**config.mk**
```make
export PLATFORM = sky130hd
export DESIGN_NAME = uart_frac_tx
export DESIGN_NICKNAME = d
export VERILOG_FILES = /design/src/rtl/uart_frac_tx_pkg.sv /design/src/rtl/uart_tx_dp.sv /design/src/rtl/uart_tx_ctrl.sv /design/src/rtl/uart_frac_tx.sv
export SDC_FILE = /design/constraint.sdc
export NUM_CORES = 1
export LEC_CHECK = 0
export ABC_AREA = 1
export BUFFER_PORTS_ARGS = -buffer_cell sky130_fd_sc_hd__buf_4
export CAP_MARGIN = 20
export CORE_MARGIN = 8
export CORE_UTILIZATION = 44
export CTS_CLUSTER_DIAMETER = 60
export CTS_CLUSTER_SIZE = 10
export DETAILED_ROUTE_END_ITERATION = 10
export PLACE_DENSITY_LB_ADDON = 0.05
export SLEW_MARGIN = 15
export SYNTH_ARGS = -nofsm -noshare
export SYNTH_HDL_FRONTEND = slang
export SYNTH_SLANG_ARGS = --single-unit
```
**constraint.sdc**
```tcl
create_clock -name clk -period 2.9 [get_ports clk]
set_input_delay 0.145 -clock clk [delete_from_list [all_inputs] [get_ports clk]]
set_output_delay 0.145 -clock clk [all_outputs]
set_load 0.05 [all_outputs]
```
**src/rtl/uart_frac_tx_pkg.sv**
```systemverilog
package uart_frac_tx_pkg;

  typedef enum logic [2:0] {
    ST_IDLE,
    ST_START,
    ST_DATA,
    ST_PARITY,
    ST_STOP
  } txState_t;

  // Which source the serial line is driven from
  typedef enum logic [1:0] {
    LINE_MARK,
    LINE_SPACE,
    LINE_DATA,
    LINE_PAR
  } lineSel_t;

  // Strobes from control to datapath
  typedef struct packed {
    logic     load;
    logic     shift;
    lineSel_t lineSel;
  } txStrobe_t;

endpackage

```
**src/rtl/uart_tx_dp.sv**
```systemverilog
module uart_tx_dp
  import uart_frac_tx_pkg::*;
#(
  parameter int DATA_W = 8,
  parameter int OVERSAMPLE = 16,
  parameter int CNT_W = 6,
  parameter int BIT_W = 4
) (
  input  logic              clk,
  input  logic              rstN,
  input  txStrobe_t         strobe,
  input  logic [DATA_W-1:0] dataIn,
  input  logic [1:0]        charLen,
  input  logic              parityEn,
  input  logic              parityOdd,
  input  logic [3:0]        stopCode,
  input  logic              oneXMode,
  output logic              txLine,
  output logic [BIT_W-1:0]  nBits,
  output logic              parOn,
  output logic [CNT_W-1:0]  bitTicks,
  output logic [CNT_W-1:0]  stopTicks
);

  localparam int MIN_BITS = 5;
  localparam int HALF_OS = OVERSAMPLE / 2;

  logic [DATA_W-1:0] shiftReg;
  logic              parBit;
  logic [1:0]        cfgLen;
  logic              cfgPar;
  logic              cfgOneX;
  logic [3:0]        cfgStop;

  // Parity over the data bits actually sent in the new frame
  logic [DATA_W-1:0] usedBits;
  logic              newParity;
  int                newCount;

  always_comb begin
    newCount = MIN_BITS + int'(charLen);
    for (int i = 0; i < DATA_W; i++) begin
      usedBits[i] = dataIn[i] & (i < newCount);
    end
    newParity = (^usedBits) ^ parityOdd;
  end

  // Configuration is captured together with the character
  always_ff @(posedge clk or negedge rstN) begin
    if (!rstN) begin
      shiftReg <= '0;
      parBit   <= 1'b0;
      cfgLen   <= '0;
      cfgPar   <= 1'b0;
      cfgOneX  <= 1'b0;
      cfgStop  <= '0;
    end else if (strobe.load) begin
      shiftReg <= dataIn;
      parBit   <= newParity;
      cfgLen   <= charLen;
      cfgPar   <= parityEn;
      cfgOneX  <= oneXMode;
      cfgStop  <= stopCode;
    end else if (strobe.shift) begin
      shiftReg <= shiftReg >> 1;
    end
  end

  assign nBits    = BIT_W'(MIN_BITS) + BIT_W'(cfgLen);
  assign parOn    = cfgPar;
  assign bitTicks = cfgOneX ? CNT_W'(1) : CNT_W'(OVERSAMPLE);

  // Short range only for longer characters with a low code
  always_comb begin
    if (cfgOneX) begin
      stopTicks = cfgStop[3] ? CNT_W'(2) : CNT_W'(1);
    end else if (cfgLen == 2'd0 || cfgStop[3]) begin
      stopTicks = CNT_W'(OVERSAMPLE + 1) + CNT_W'(cfgStop);
    end else begin
      stopTicks = CNT_W'(HALF_OS + 1) + CNT_W'(cfgStop);
    end
  end

  always_comb begin
    unique case (strobe.lineSel)
      LINE_SPACE: txLine = 1'b0;
      LINE_DATA:  txLine = shiftReg[0];
      LINE_PAR:   txLine = parBit;
      default:    txLine = 1'b1;
    endcase
  end

endmodule

```
**src/rtl/uart_tx_ctrl.sv**
```systemverilog
module uart_tx_ctrl
  import uart_frac_tx_pkg::*;
#(
  parameter int CNT_W = 6,
  parameter int BIT_W = 4
) (
  input  logic             clk,
  input  logic             rstN,
  input  logic             tickEn,
  input  logic             dataValid,
  input  logic [BIT_W-1:0] nBits,
  input  logic             parOn,
  input  logic [CNT_W-1:0] bitTicks,
  input  logic [CNT_W-1:0] stopTicks,
  output logic             dataReady,
  output logic             txIdle,
  output txStrobe_t        strobe
);

  txState_t         state, stateNext;
  logic [CNT_W-1:0] tickCnt, cntNext;
  logic [BIT_W-1:0] bitIdx, idxNext;
  logic [CNT_W-1:0] curLen;
  logic             lastTick;
  logic             accept;

  assign curLen    = (state == ST_STOP) ? stopTicks : bitTicks;
  assign lastTick  = tickEn && (tickCnt == curLen - CNT_W'(1));
  assign dataReady = (state == ST_IDLE) || ((state == ST_STOP) && lastTick);
  assign accept    = dataValid && dataReady;
  assign txIdle    = (state == ST_IDLE);

  always_comb begin
    stateNext    = state;
    cntNext      = tickCnt;
    idxNext      = bitIdx;
    strobe.load  = accept;
    strobe.shift = 1'b0;
    if (tickEn && state != ST_IDLE) begin
      cntNext = lastTick ? '0 : tickCnt + CNT_W'(1);
    end
    unique case (state)
      ST_IDLE: begin
        if (accept) begin
          stateNext = ST_START;
          cntNext   = '0;
        end
      end
      ST_START: begin
        if (lastTick) begin
          stateNext = ST_DATA;
          idxNext   = '0;
        end
      end
      ST_DATA: begin
        if (lastTick) begin
          strobe.shift = 1'b1;
          if (bitIdx == nBits - BIT_W'(1)) begin
            stateNext = parOn ? ST_PARITY : ST_STOP;
          end else begin
            idxNext = bitIdx + BIT_W'(1);
          end
        end
      end
      ST_PARITY: begin
        if (lastTick) stateNext = ST_STOP;
      end
      ST_STOP: begin
        if (lastTick) stateNext = accept ? ST_START : ST_IDLE;
      end
      default: stateNext = ST_IDLE;
    endcase
  end

  always_comb begin
    unique case (state)
      ST_START:  strobe.lineSel = LINE_SPACE;
      ST_DATA:   strobe.lineSel = LINE_DATA;
      ST_PARITY: strobe.lineSel = LINE_PAR;
      default:   strobe.lineSel = LINE_MARK;
    endcase
  end

  always_ff @(posedge clk or negedge rstN) begin
    if (!rstN) begin
      state   <= ST_IDLE;
      tickCnt <= '0;
      bitIdx  <= '0;
    end else begin
      state   <= stateNext;
      tickCnt <= cntNext;
      bitIdx  <= idxNext;
    end
  end

endmodule

```
**src/rtl/uart_frac_tx.sv**
```systemverilog
module uart_frac_tx
  import uart_frac_tx_pkg::*;
#(
  parameter int DATA_W = 8,
  parameter int OVERSAMPLE = 16
) (
  input  logic              clk,
  input  logic              rstN,
  input  logic              tickEn,
  input  logic [DATA_W-1:0] dataIn,
  input  logic              dataValid,
  output logic              dataReady,
  input  logic [1:0]        charLen,
  input  logic              parityEn,
  input  logic              parityOdd,
  input  logic [3:0]        stopCode,
  input  logic              oneXMode,
  output logic              txLine,
  output logic              txIdle
);

  localparam int CNT_W = $clog2(2 * OVERSAMPLE + 1);
  localparam int BIT_W = $clog2(DATA_W + 1);

  txStrobe_t        strobe;
  logic [BIT_W-1:0] nBits;
  logic             parOn;
  logic [CNT_W-1:0] bitTicks;
  logic [CNT_W-1:0] stopTicks;

  uart_tx_ctrl #(.CNT_W(CNT_W), .BIT_W(BIT_W)) ctrl (
    .clk(clk), .rstN(rstN), .tickEn(tickEn), .dataValid(dataValid),
    .nBits(nBits), .parOn(parOn), .bitTicks(bitTicks), .stopTicks(stopTicks),
    .dataReady(dataReady), .txIdle(txIdle), .strobe(strobe)
  );

  uart_tx_dp #(.DATA_W(DATA_W), .OVERSAMPLE(OVERSAMPLE), .CNT_W(CNT_W), .BIT_W(BIT_W)) dp (
    .clk(clk), .rstN(rstN), .strobe(strobe), .dataIn(dataIn),
    .charLen(charLen), .parityEn(parityEn), .parityOdd(parityOdd),
    .stopCode(stopCode), .oneXMode(oneXMode), .txLine(txLine),
    .nBits(nBits), .parOn(parOn), .bitTicks(bitTicks), .stopTicks(stopTicks)
  );

endmodule

```
==> impl_metrics.csv, run 1 <==
group,metric,value,unit
status,outcome,"complete, no violations",
floorplan,dieArea,7200,um^2
placement,post-dp-hpwl,3730,um
routing,drt_iter0_drc,56,
placement,port-buffer-count,23,
setup_path,cp.required,2760,ps
routing,vias_per_cell,4.93,
grt,antenna_found_initial,0,
setup_path,r2r-end,"ctrl.tickCnt[2]",
yosys,ys_ff_latch,30,
power_and_ir_drop,cellLeakagePower,1.28,nW
setup_path,reg2reg_from,"ctrl.state[1]",
finish,n_antenna_cell,0,
grt,gr-usage-met2,24.4,%
yosys,syn-num-nets,316,
yosys,netlist_area,2090,um^2
clocking,clkLatencyLatePin,280,ps
routing,drt-total-wl,4720,um
yosys,synth_area_per_cell,7.17,um^2
clocking,clk_root_buffer_cell,"clkbuf_8",
clocking,cts_tree,"yes",
finish,layout_common_cells,"91 x nand2_1, 34 x inv_1, 33 x buf_4, 30 x nand3_1, 29 x dfrtp_1",
yosys,ys_seq_area_share,36.0,%
yosys,synth_cell_types,33,
setup_path,r2r_slack,260,ps
grt,grt_use_met3,3.67,%
grt,grt_pass1_vias,1950,
finish,drive_above_1_share,18.6,%
setup_path,start_kind,"register",
hold_path,hold_start,"stopCode[3]",
routing,drcViolationCount,0,
floorplan,rows,25,
placement,dp_slack,223,ps
floorplan,die_h,84.9,um
floorplan,die_width,84.9,um
setup_path,path_max_fanout,5,
routing,ant_nets,0,
grt,use_met1,17.9,%
sta,fin_skew,2.70,ps
sta,relSlewSlack,64.3,%
finish,final_common_cell,"nand2_1",
floorplan,core,4660,um^2
sta,fmax,0.368,GHz
clocking,clockBufferDepth,2,
finish,area_growth_syn_to_layout,18.8,%
yosys,synth_warnings,0,
clocking,cts-htree-levels,2,
finish,nets,353,
grt,grt_use_total,14.6,%
yosys,syn_inst,291,
clocking,path_clk_slew,60,ps
routing,vias,1882,
flow_run,maxCapViolations,0,
floorplan,io_pins,24,
power_and_ir_drop,ir_drop,0.549,mV
grt,overflow,0,
sta,setup_viol,0,
power_and_ir_drop,powerDensity,1020,nW/um^2
yosys,async_flop_share,100,%
clocking,cts_inserted_buffers,5,
sta,setup_slack,180,ps
routing,wire_per_inst,12.3,um
hold_path,hold_path.class,"input port to register",
floorplan,initial_core_util,44.8,%
sta,min_period_over_period,93.8,%
sta,hold_viol,0,
yosys,synth_edf_count,0,
finish,fillers,468,
sta,timing.hold.ws,77.6,ps
setup_path,crit_arrival,2570,ps
setup_path,reg2regPathDepth,15,
grt,grt_max_degree,31,
yosys,synth_ff_type,"dfrtp_1",
setup_path,endpoint_kind,"output port",
grt,top_usage_layer,"met2",
grt,grt_pass1_wl,8630,um
sta,finalMaxSlewViolations,0,
sta,period_minus_slack,2720,ps
sta,tns,0,ps
setup_path,critPathKind,"register to output port",
sta,tightest_slew,523,ps
hold_path,holdPathEnd,"dp.cfgStop[3]",
clocking,cts_sinks,30,
routing,first_pass_iters,4,
placement,gp_congestion,0.849,
hold_path,holdPathStages,2,
[layout make-up]
class	instances	area (um^2)	area share [%]
multi-input combinational	218	1170	47.1
sequential	30	752	30.3
timing repair buffer	35	273	11.0
inverter	38	143	5.75
clock buffer	7	76.3	3.08
tap	54	67.6	2.72
[metal layers]
layer  routed length (um)  up-vias
li1                     -     1012
met4                   62        0
met1                 2270      841
met3                  131        7
met2                 2250       22
met5                    0        -
[stage by stage]
stage | utilization [%] | power, W | instances | cell area, um^2
final | 53.2 | 0.00252 | 382 | 2480
after global routing | 53.2 | 0.00278 | 382 | 2480
after CTS | 52.2 | 0.00250 | 377 | 2430
after detailed placement | 50.1 | 0.00216 | 369 | 2340
after global placement | 50.1 | 0.00216 | 369 | 2340
after floorplan | - | 0.00181 | 291 | 2090
[critical path: stages, from the launching register on]
cell     delay, ps
dfrtp_2        410
inv_2           80
nand2_1         90
nor2_2         150
nand2_1         80
nand2_2        110
inv_1           60
ha_1           300
xnor2_1        130
nor2_1          90
nand3_1         90
nor2_2         160
nand3_4        150
o21ai_4        230
buf_8          170
[sequential cells by signal (all words and copies together), names as in the netlist]
register and cells:
ctrl.bitIdx 4, dp.cfgLen 2, dp.parBit 1, ctrl.state 3
dp.cfgStop 4, ctrl.tickCnt 6, dp.shiftReg 8, dp.parOn 1
dp.cfgOneX 1
[power by group]
part	switching, W	total [W]	internal, W
clock network	0.000149	0.000313	0.000165
logic	0.000933	0.00150	0.000571
registers	0.000118	0.000699	0.000581
[cell usage after synthesis, drive strengths merged, types with 2 or more instances]
cell type  count  area [um^2]
a21oi          6         30.0
buf            4         35.0
dfrtp         30          751
ha             4         50.1
inv           38          143
nand2         96          378
nand3         33          188
nand4          8         50.1
nor2          26          128
nor3           4         20.0
o21a           6         45.0
o21ai         11         55.1
o22ai          2         12.5
xnor2          8         70.1
xor2           7         61.3
[how the worst max path moves through the flow]
stage | endpoint | slack, ps | depth (start not counted) | startpoint
after global placement | dataReady | 280 | 14 | ctrl.state[1]
final | dataReady | 180 | 14 | ctrl.state[1]
after floorplan | dp.shiftReg[0] | 220 | 15 | ctrl.state[1]
after CTS | dataReady | 10 | 14 | ctrl.state[1]
after detailed placement | dataReady | 220 | 14 | ctrl.state[1]
after global routing | dataReady | -30 | 14 | ctrl.state[0]
[cells by family after synthesis]
| kind of cell | share of synthesized area [%] |
|---|---|
| AND/OR/NAND/NOR | 37.2 |
| buffers and inverters | 8.69 |
| flip-flops | 36.0 |
| AO/OA/AOI/OAI | 8.33 |
| XOR/XNOR | 7.37 |
| adder cells (fa/ha/maj) | 2.40 |
[what timing repair did]
item / CTS / global route
endpoints found under the setup margin: 1 / 18
gates resized for setup: 2 / 4
pin swaps: 0 / 6
hold buffers: 1 / 0
setup buffers: 0 / 5
hold endpoints to repair: 30 / 0
No activity file was read; power rests on OpenSTA's default activity.
==> run 2, diff against run 1 <==
ABC_AREA = 0   (was 1)
==> run 2 against run 1 <==
Compared with the run above:
- worst setup slack got worse by 170 ps
- critical path type unchanged
- sequential share of layout area fell by 0.93 points
- global-route usage is 0.55 points lower
- count of clock-buffer cells in the layout decreased by 2
- largest cell class unchanged
- cell count down 20%
- core utilization increased by 5.4 points
- area after synthesis decreased by 5.2%
==> impl_metrics.csv, run 2 <==
group,metric,value,unit
status,outcome,"complete, no violations",
floorplan,rows,24,
routing,ant_nets,0,
routing,drt_iter0_drc,122,
setup_path,path_buf_inv,2,
grt,antenna_found_initial,0,
setup_path,start_kind,"register",
floorplan,initial_core_util,45.5,%
yosys,synth_edf_count,0,
grt,grt_pass1_vias,1714,
sta,min_period_over_period,99.7,%
routing,wire_per_inst,16.0,um
setup_path,critPathKind,"register to output port",
yosys,yosys.area.top_type,"dfrtp_1",
grt,grt_use_total,14.1,%
finish,utilization,58.6,%
finish,n_antenna_cell,0,
sta,finalMaxSlewViolations,0,
sta,hold_viol,0,
floorplan,dieArea,6900,um^2
setup_path,reg2reg_from,"ctrl.state[1]",
setup_path,r2r_slack,20,ps
sta,fin_skew,5.39,ps
setup_path,endpoint,"dataReady",
finish,regMostFlops,"dp.shiftReg",
sta,fmax,0.346,GHz
flow_run,maxCapViolations,0,
setup_path,path_cells,"or3b_4 -> a21o_1 -> ha_4 -> xor2_2 -> nand2_2 -> nor4_4 -> a31oi_4 -> buf_6 -> nor3_4 -> buf_6",
yosys,async_flop_share,100,%
finish,layout_common_cells,"39 x buf_4, 30 x dfrtp_1, 15 x nand2_1, 14 x xnor2_1",
finish,nets,276,
finish,area_growth_syn_to_layout,29.0,%
setup_path,cp.required,2760,ps
yosys,ys_ff_latch,30,
floorplan,io_pins,24,
clocking,cts_inserted_buffers,5,
sta,tightest_slew,919,ps
setup_path,crit_family,"simple AND/OR/NAND/NOR gates",
clocking,cts-htree-levels,2,
setup_path,startpoint,"ctrl.state[1]",
sta,period_minus_slack,2890,ps
yosys,netlist_area,1980,um^2
clocking,clk_root_buffer_cell,"clkbuf_8",
setup_path,reg2regPathDepth,9,
yosys,synth_top_cell_area_share,37.9,%
sta,relSlewSlack,38.3,%
placement,port-buffer-count,23,
sta,timing.hold.ws,86.9,ps
sta,setup_viol,0,
setup_path,crit_arrival,2740,ps
setup_path,cp.depth,10,
clocking,path_clk_slew,70,ps
hold_path,hold_path.class,"input port to register",
yosys,synth_ff_type,"dfrtp_1",
routing,vias_per_cell,5.61,
yosys,synth_area_leaders,"dfrtp_1 38%, xnor2_1 6.2%, mux2i_1 3.5%, o21ai_0 3.0%, mux2_4 3.0%",
setup_path,r2r-end,"dp.cfgStop[0]",
finish,final_common_cell,"buf_4",
placement,gp_congestion,0.829,
grt,grt_max_degree,31,
setup_path,critical_path.max_stage_delay,430,ps
floorplan,die_width,83.1,um
floorplan,core,4350,um^2
setup_path,cp_slowest_cell,"or3b_4",
finish,multi_input_area,1220,um^2
routing,drcViolationCount,0,
finish,largest_reg_flops,8,
routing,drt-total-wl,4880,um
yosys,synth_warnings,0,
setup_path,path_max_fanout,4,
yosys,synth_cell_types,45,
clocking,cts_tree,"yes",
sta,tns,0,ps
placement,post-dp-hpwl,3650,um
clocking,clockBufferDepth,2,
yosys,yosys-top-cells-count,"30 x dfrtp_1, 16 x nand2_1, 14 x xnor2_1, 12 x o21ai_0, 11 x a21oi_1",
finish,drive_above_1_share,30.6,%
yosys,synth.most_common_cell,"dfrtp_1",
setup_path,endpoint_kind,"output port",
grt,overflow,0,
clocking,cts_sinks,30,
floorplan,die_h,83.1,um
yosys,ys_seq_area_share,37.9,%
finish,top_regs,"dp.shiftReg x8, ctrl.tickCnt x6",
routing,vias,1705,
yosys,syn-num-nets,235,
routing,first_pass_iters,4,
power_and_ir_drop,powerDensity,930,nW/um^2
setup_path,crit_top_cell,"buf_6",
sta,rsz0062_at_grt,"yes",
yosys,syn_inst,210,
finish,fillers,376,
power_and_ir_drop,ir_drop,0.452,mV
clocking,clkLatencyLatePin,280,ps
finish,regArea,751,um^2
yosys,synth_area_per_cell,9.43,um^2
grt,grt_pass1_wl,8090,um
power_and_ir_drop,cellLeakagePower,1.17,nW
==> run 2: cell count changes after synthesis, sizes merged, moves of 7 or more <==
cell,delta
nand2,-80
nand3,-24
and3,+7
mux2i,+7
mux2,+9
inv,-28
nor2,-19
==> run 2: metal layers <==
metal	vias to the layer above	part of all wire, %	track usage (%)
li1	849	-	-
met1	812	47	18.2
met2	37	47	22.1
met3	7	4.2	3.81
met4	0	1.2	4.47
met5	-	0	0
==> run 2: how the worst min path moves through the flow <==
stage / from / to / slack [ps] / depth (start not counted)
5_1_grt: stopCode[0] / dp.cfgStop[0] / 80 / 2
3_3_place_gp: rstN / ctrl.tickCnt[4] / 100 / 1
6_report: stopCode[2] / dp.cfgStop[2] / 90 / 2
3_5_place_dp: rstN / ctrl.tickCnt[4] / 110 / 1
4_1_cts: stopCode[2] / dp.cfgStop[2] / 80 / 2
2_1_floorplan: rstN / ctrl.bitIdx[0] / -150 / 0
==> run 2: what timing repair did <==
action	in CTS	in global routing
resized for setup	7	9
buffers inserted	1	1
endpoints found under the setup margin	20	26
endpoints found under the hold margin	30	0
pin swaps	5	7
hold buffers	1	0
==> run 2: area by class of cell <==
| type | instances | share of cell area, % |
|---|---|---|
| flip-flops and latches | 30 | 29.4 |
| clock inverters | 3 | 1.76 |
| well taps | 52 | 2.55 |
| clock buffers | 5 | 2.69 |
| multi-input cells | 159 | 47.7 |
| inverters | 10 | 1.47 |
| repair buffers | 45 | 14.4 |
==> run 2: kinds of logic (layout without fill, tap and decap cells) <==
family	after synthesis	count (layout)	synth area share (%)
muxes	16	16	9.42
buffers and inverters	21	63	4.87
AOI/OAI and AO/OA	48	48	15.9
DFF	30	30	37.9
and+or+nand+nor	73	73	20.7
adders and majority gates	4	4	2.53
xor gates and xnor gates	18	18	8.66
==> run 2: power by group <==
| group | switching, W | total, W | leakage [nW] | internal (W) |
|---|---|---|---|---|
| Combinational | 0.000597 | 0.00119 | 0.746 | 0.000591 |
| Sequential | 0.000181 | 0.000758 | 0.369 | 0.000577 |
| Clock | 0.000174 | 0.000429 | 0.0504 | 0.000255 |
| Total | 0.000952 | 0.00238 | 1.17 | 0.00142 |
==> run 2: worst register-to-register path: stages, from the launching register on <==
cell	delay, ps
dfrtp_1	380
or3b_4	430
a21o_1	210
ha_4	280
xor2_2	150
nand2_2	80
nor4_4	350
a31oi_4	140
or2_2	420
mux2_4	330
==> run 2: stage by stage <==
step	area, um^2	instances	setup slack, ps	total power, W
after detailed placement	2340	293	-69.2	0.00186
after global routing	2550	304	-77.6	0.00255
after CTS	2500	303	4.21	0.00232
after global placement	2340	293	-1.66	0.00182
final	2550	304	10.0	0.00238
after floorplan	2020	210	-84.9	0.00148
==> run 3, diff against run 2 <==
--- a/config.mk
+++ b/config.mk
@@ -13,5 +13,6 @@
 export CTS_CLUSTER_DIAMETER = 60
-export CTS_CLUSTER_SIZE = 10
+export CTS_CLUSTER_SIZE = 30
 export DETAILED_ROUTE_END_ITERATION = 10
 export PLACE_DENSITY_LB_ADDON = 0.05
+export REMOVE_ABC_BUFFERS = 1
 export SLEW_MARGIN = 15
==> constraint.sdc (replaced) <==
create_clock -name clk -period 2.9 [get_ports clk]
set_input_delay 0.87 -clock clk [delete_from_list [all_inputs] [get_ports clk]]
set_output_delay 0.87 -clock clk [all_outputs]
set_load 0.05 [all_outputs]
==> run 3 against run 2 <==
Compared with the run above:
- the run now ends with negative setup slack left
- sequential share of layout area decreased by 1.3 points
- core utilization rose by 2.8 points
- clock power fell by 18%
- global-route usage up 1.3 points
- maximum frequency fell by 14%
- flip-flop and latch count stayed put
- via count rose by 6.2%
- worst hold slack improved by 380 ps
- non-clock buffer count is 17 higher
- cell area increased by 4.8%
- wire length increased by 9.4%
- count of clock-buffer cells in the layout is 1 higher
==> impl_metrics.csv, run 3 (same netlist as run 2, synthesis figures left out) <==
group,metric,value,unit
sta,min_period_over_period,116,%
routing,dr_wl_met3,332,um
floorplan,io_pins,24,
power_and_ir_drop,p_total,0.00240,W
sta,setup_slack,-470,ps
sta,timing.hold.ws,468,ps
finish,largest_reg_flops,8,
setup_path,path_max_fanout,3,
setup_path,r2r_slack,10,ps
sta,fmax,0.297,GHz
finish,area_growth_syn_to_layout,35.2,%
clocking,cts_sinks,30,
setup_path,crit_top_cell,"xnor2_1",
floorplan,rows,24,
routing,drcViolationCount,0,
finish,n_antenna_cell,0,
finish,regMostFlops,"dp.shiftReg",
clocking,clkLatencyLatePin,280,ps
setup_path,path_buf_inv,1,
grt,grt_pass1_vias,1833,
grt,overflow,0,
finish,utilization,61.5,%
placement,port-buffer-count,23,
finish,regArea,752,um^2
finish,top_regs,"dp.shiftReg x8, ctrl.tickCnt x6",
placement,gp_congestion,0.816,
floorplan,initial_core_util,45.5,%
routing,ant_nets,0,
status,outcome,"finished, violations left",
sta,tightest_slew,433,ps
power_and_ir_drop,ir_drop,0.506,mV
sta,rsz0062_at_grt,"yes",
routing,vias_per_cell,5.64,
routing,vias,1811,
power_and_ir_drop,powerDensity,898,nW/um^2
setup_path,critical_path.max_stage_delay,430,ps
routing,dr_wl_met2,2640,um
setup_path,endpoint_kind,"output port",
grt,grt_use_total,15.4,%
setup_path,crit_family,"simple AND/OR/NAND/NOR gates",
finish,final_common_cell,"buf_4",
routing,first_pass_iters,4,
setup_path,path_cells,"or3b_4 -> a21o_1 -> ha_4 -> xnor2_1 -> xnor2_1 -> nor4_4 -> a31oi_2 -> nor3_2 -> buf_6",
floorplan,die_h,83.1,um
grt,grt_pass1_wl,8970,um
sta,finalMaxSlewViolations,0,
setup_path,cp_slowest_cell,"or3b_4",
clocking,cts_inserted_buffers,5,
status,violations,"negative setup slack",
routing,wire_per_inst,16.6,um
grt,antenna_found_initial,0,
setup_path,critPathKind,"register to output port",
sta,fin_skew,4.57,ps
sta,setup_viol,1,
finish,nets,293,
routing,drt_iter0_drc,96,
routing,wl_met1,2290,um
clocking,holdBufCountCts,0,
finish,fillers,372,
sta,hold_viol,0,
finish,drive_above_1_share,36.1,%
floorplan,die_width,83.1,um
flow_run,maxCapViolations,0,
finish,layout_common_cells,"55 x buf_4, 29 x dfrtp_1, 16 x nand2_1, 14 x xnor2_1, 12 x o21ai_0",
setup_path,crit_arrival,2500,ps
hold_path,hold_path.class,"register to register",
setup_path,cp.required,2030,ps
placement,placed_cell_area,2420,um^2
placement,placed_cells,307,
sta,period_minus_slack,3370,ps
clocking,cts_tree,"yes",
finish,final_cell_area,2680,um^2
power_and_ir_drop,cellLeakagePower,1.27,nW
clocking,clockBufferDepth,2,
routing,routed.top_layer,"met4",
floorplan,core,4350,um^2
finish,final_cells,321,
finish,multi_input_area,1210,um^2
placement,post-dp-hpwl,3820,um
sta,relSlewSlack,71.0,%
grt,grt_max_degree,31,
clocking,clk_root_buffer_cell,"clkbuf_8",
clocking,cts-htree-levels,2,
floorplan,dieArea,6900,um^2
clocking,path_clk_slew,60,ps
setup_path,start_kind,"register",
routing,drt-total-wl,5330,um
-- run 3: changes by cell type in the layout (fill, tap and decap cells not counted), sizes merged --
cell / previous run / this run
clkinvlp: 2 / 1
clkbuf: 5 / 6
buf: 44 / 62
clkinv: 0 / 1
bufinv: 1 / 0
dlygate4sd3: 1 / 0
-- run 3: layout make-up --
class                      instances  area share, %
multi-input combinational        159           45.1
sequential                        30           28.1
timing repair buffer              62           19.4
clock buffer                       6           3.09
tap                               52           2.43
inverter                          10           1.40
clock inverter                     2          0.468
-- run 3: worst paths after layout --
check / startpoint / cells after the start / to
worst max-delay path: ctrl.state[1] / 9 / dataReady
worst min-delay path: ctrl.bitIdx[3] / 1 / ctrl.bitIdx[3]
worst max register to register: ctrl.state[1] / 11 / dp.cfgStop[1]
worst min register to register: ctrl.bitIdx[3] / 1 / ctrl.bitIdx[3]
max in group asynchronous: rstN / 1 / dp.cfgStop[0]
min in group asynchronous: rstN / 1 / ctrl.tickCnt[0]
-- run 3: routing by layer --
layer | track usage (%) | up-vias
li1 | - | 879
met1 | 19.5 | 866
met2 | 24.8 | 58
met3 | 4.49 | 8
met4 | 4.31 | 0
met5 | 0 | -
-- run 3: timing repair --
action                                  4_1_cts  5_1_grt
endpoints found under the setup margin       15       30
pin swaps                                     6        2
setup buffers                                 4        2
resized for setup                            19        5
gates cloned                                  1        0
-- run 3: through the flow --
step | setup TNS, ps | worst slack (ps)
3_3_place_gp | -845 | -317
4_1_cts | -2410 | -597
5_1_grt | -1630 | -623
3_5_place_dp | -1440 | -351
6_report | -470 | -470
2_1_floorplan | -3810 | -1230
-- run 3: report_power, final --
| group | switching [W] | internal [W] | total, W |
|---|---|---|---|
| registers | 0.000146 | 0.000579 | 0.000726 |
| clock network | 0.000163 | 0.000190 | 0.000353 |
| logic | 0.000642 | 0.000684 | 0.00133 |
| total | 0.000950 | 0.00145 | 0.00240 |
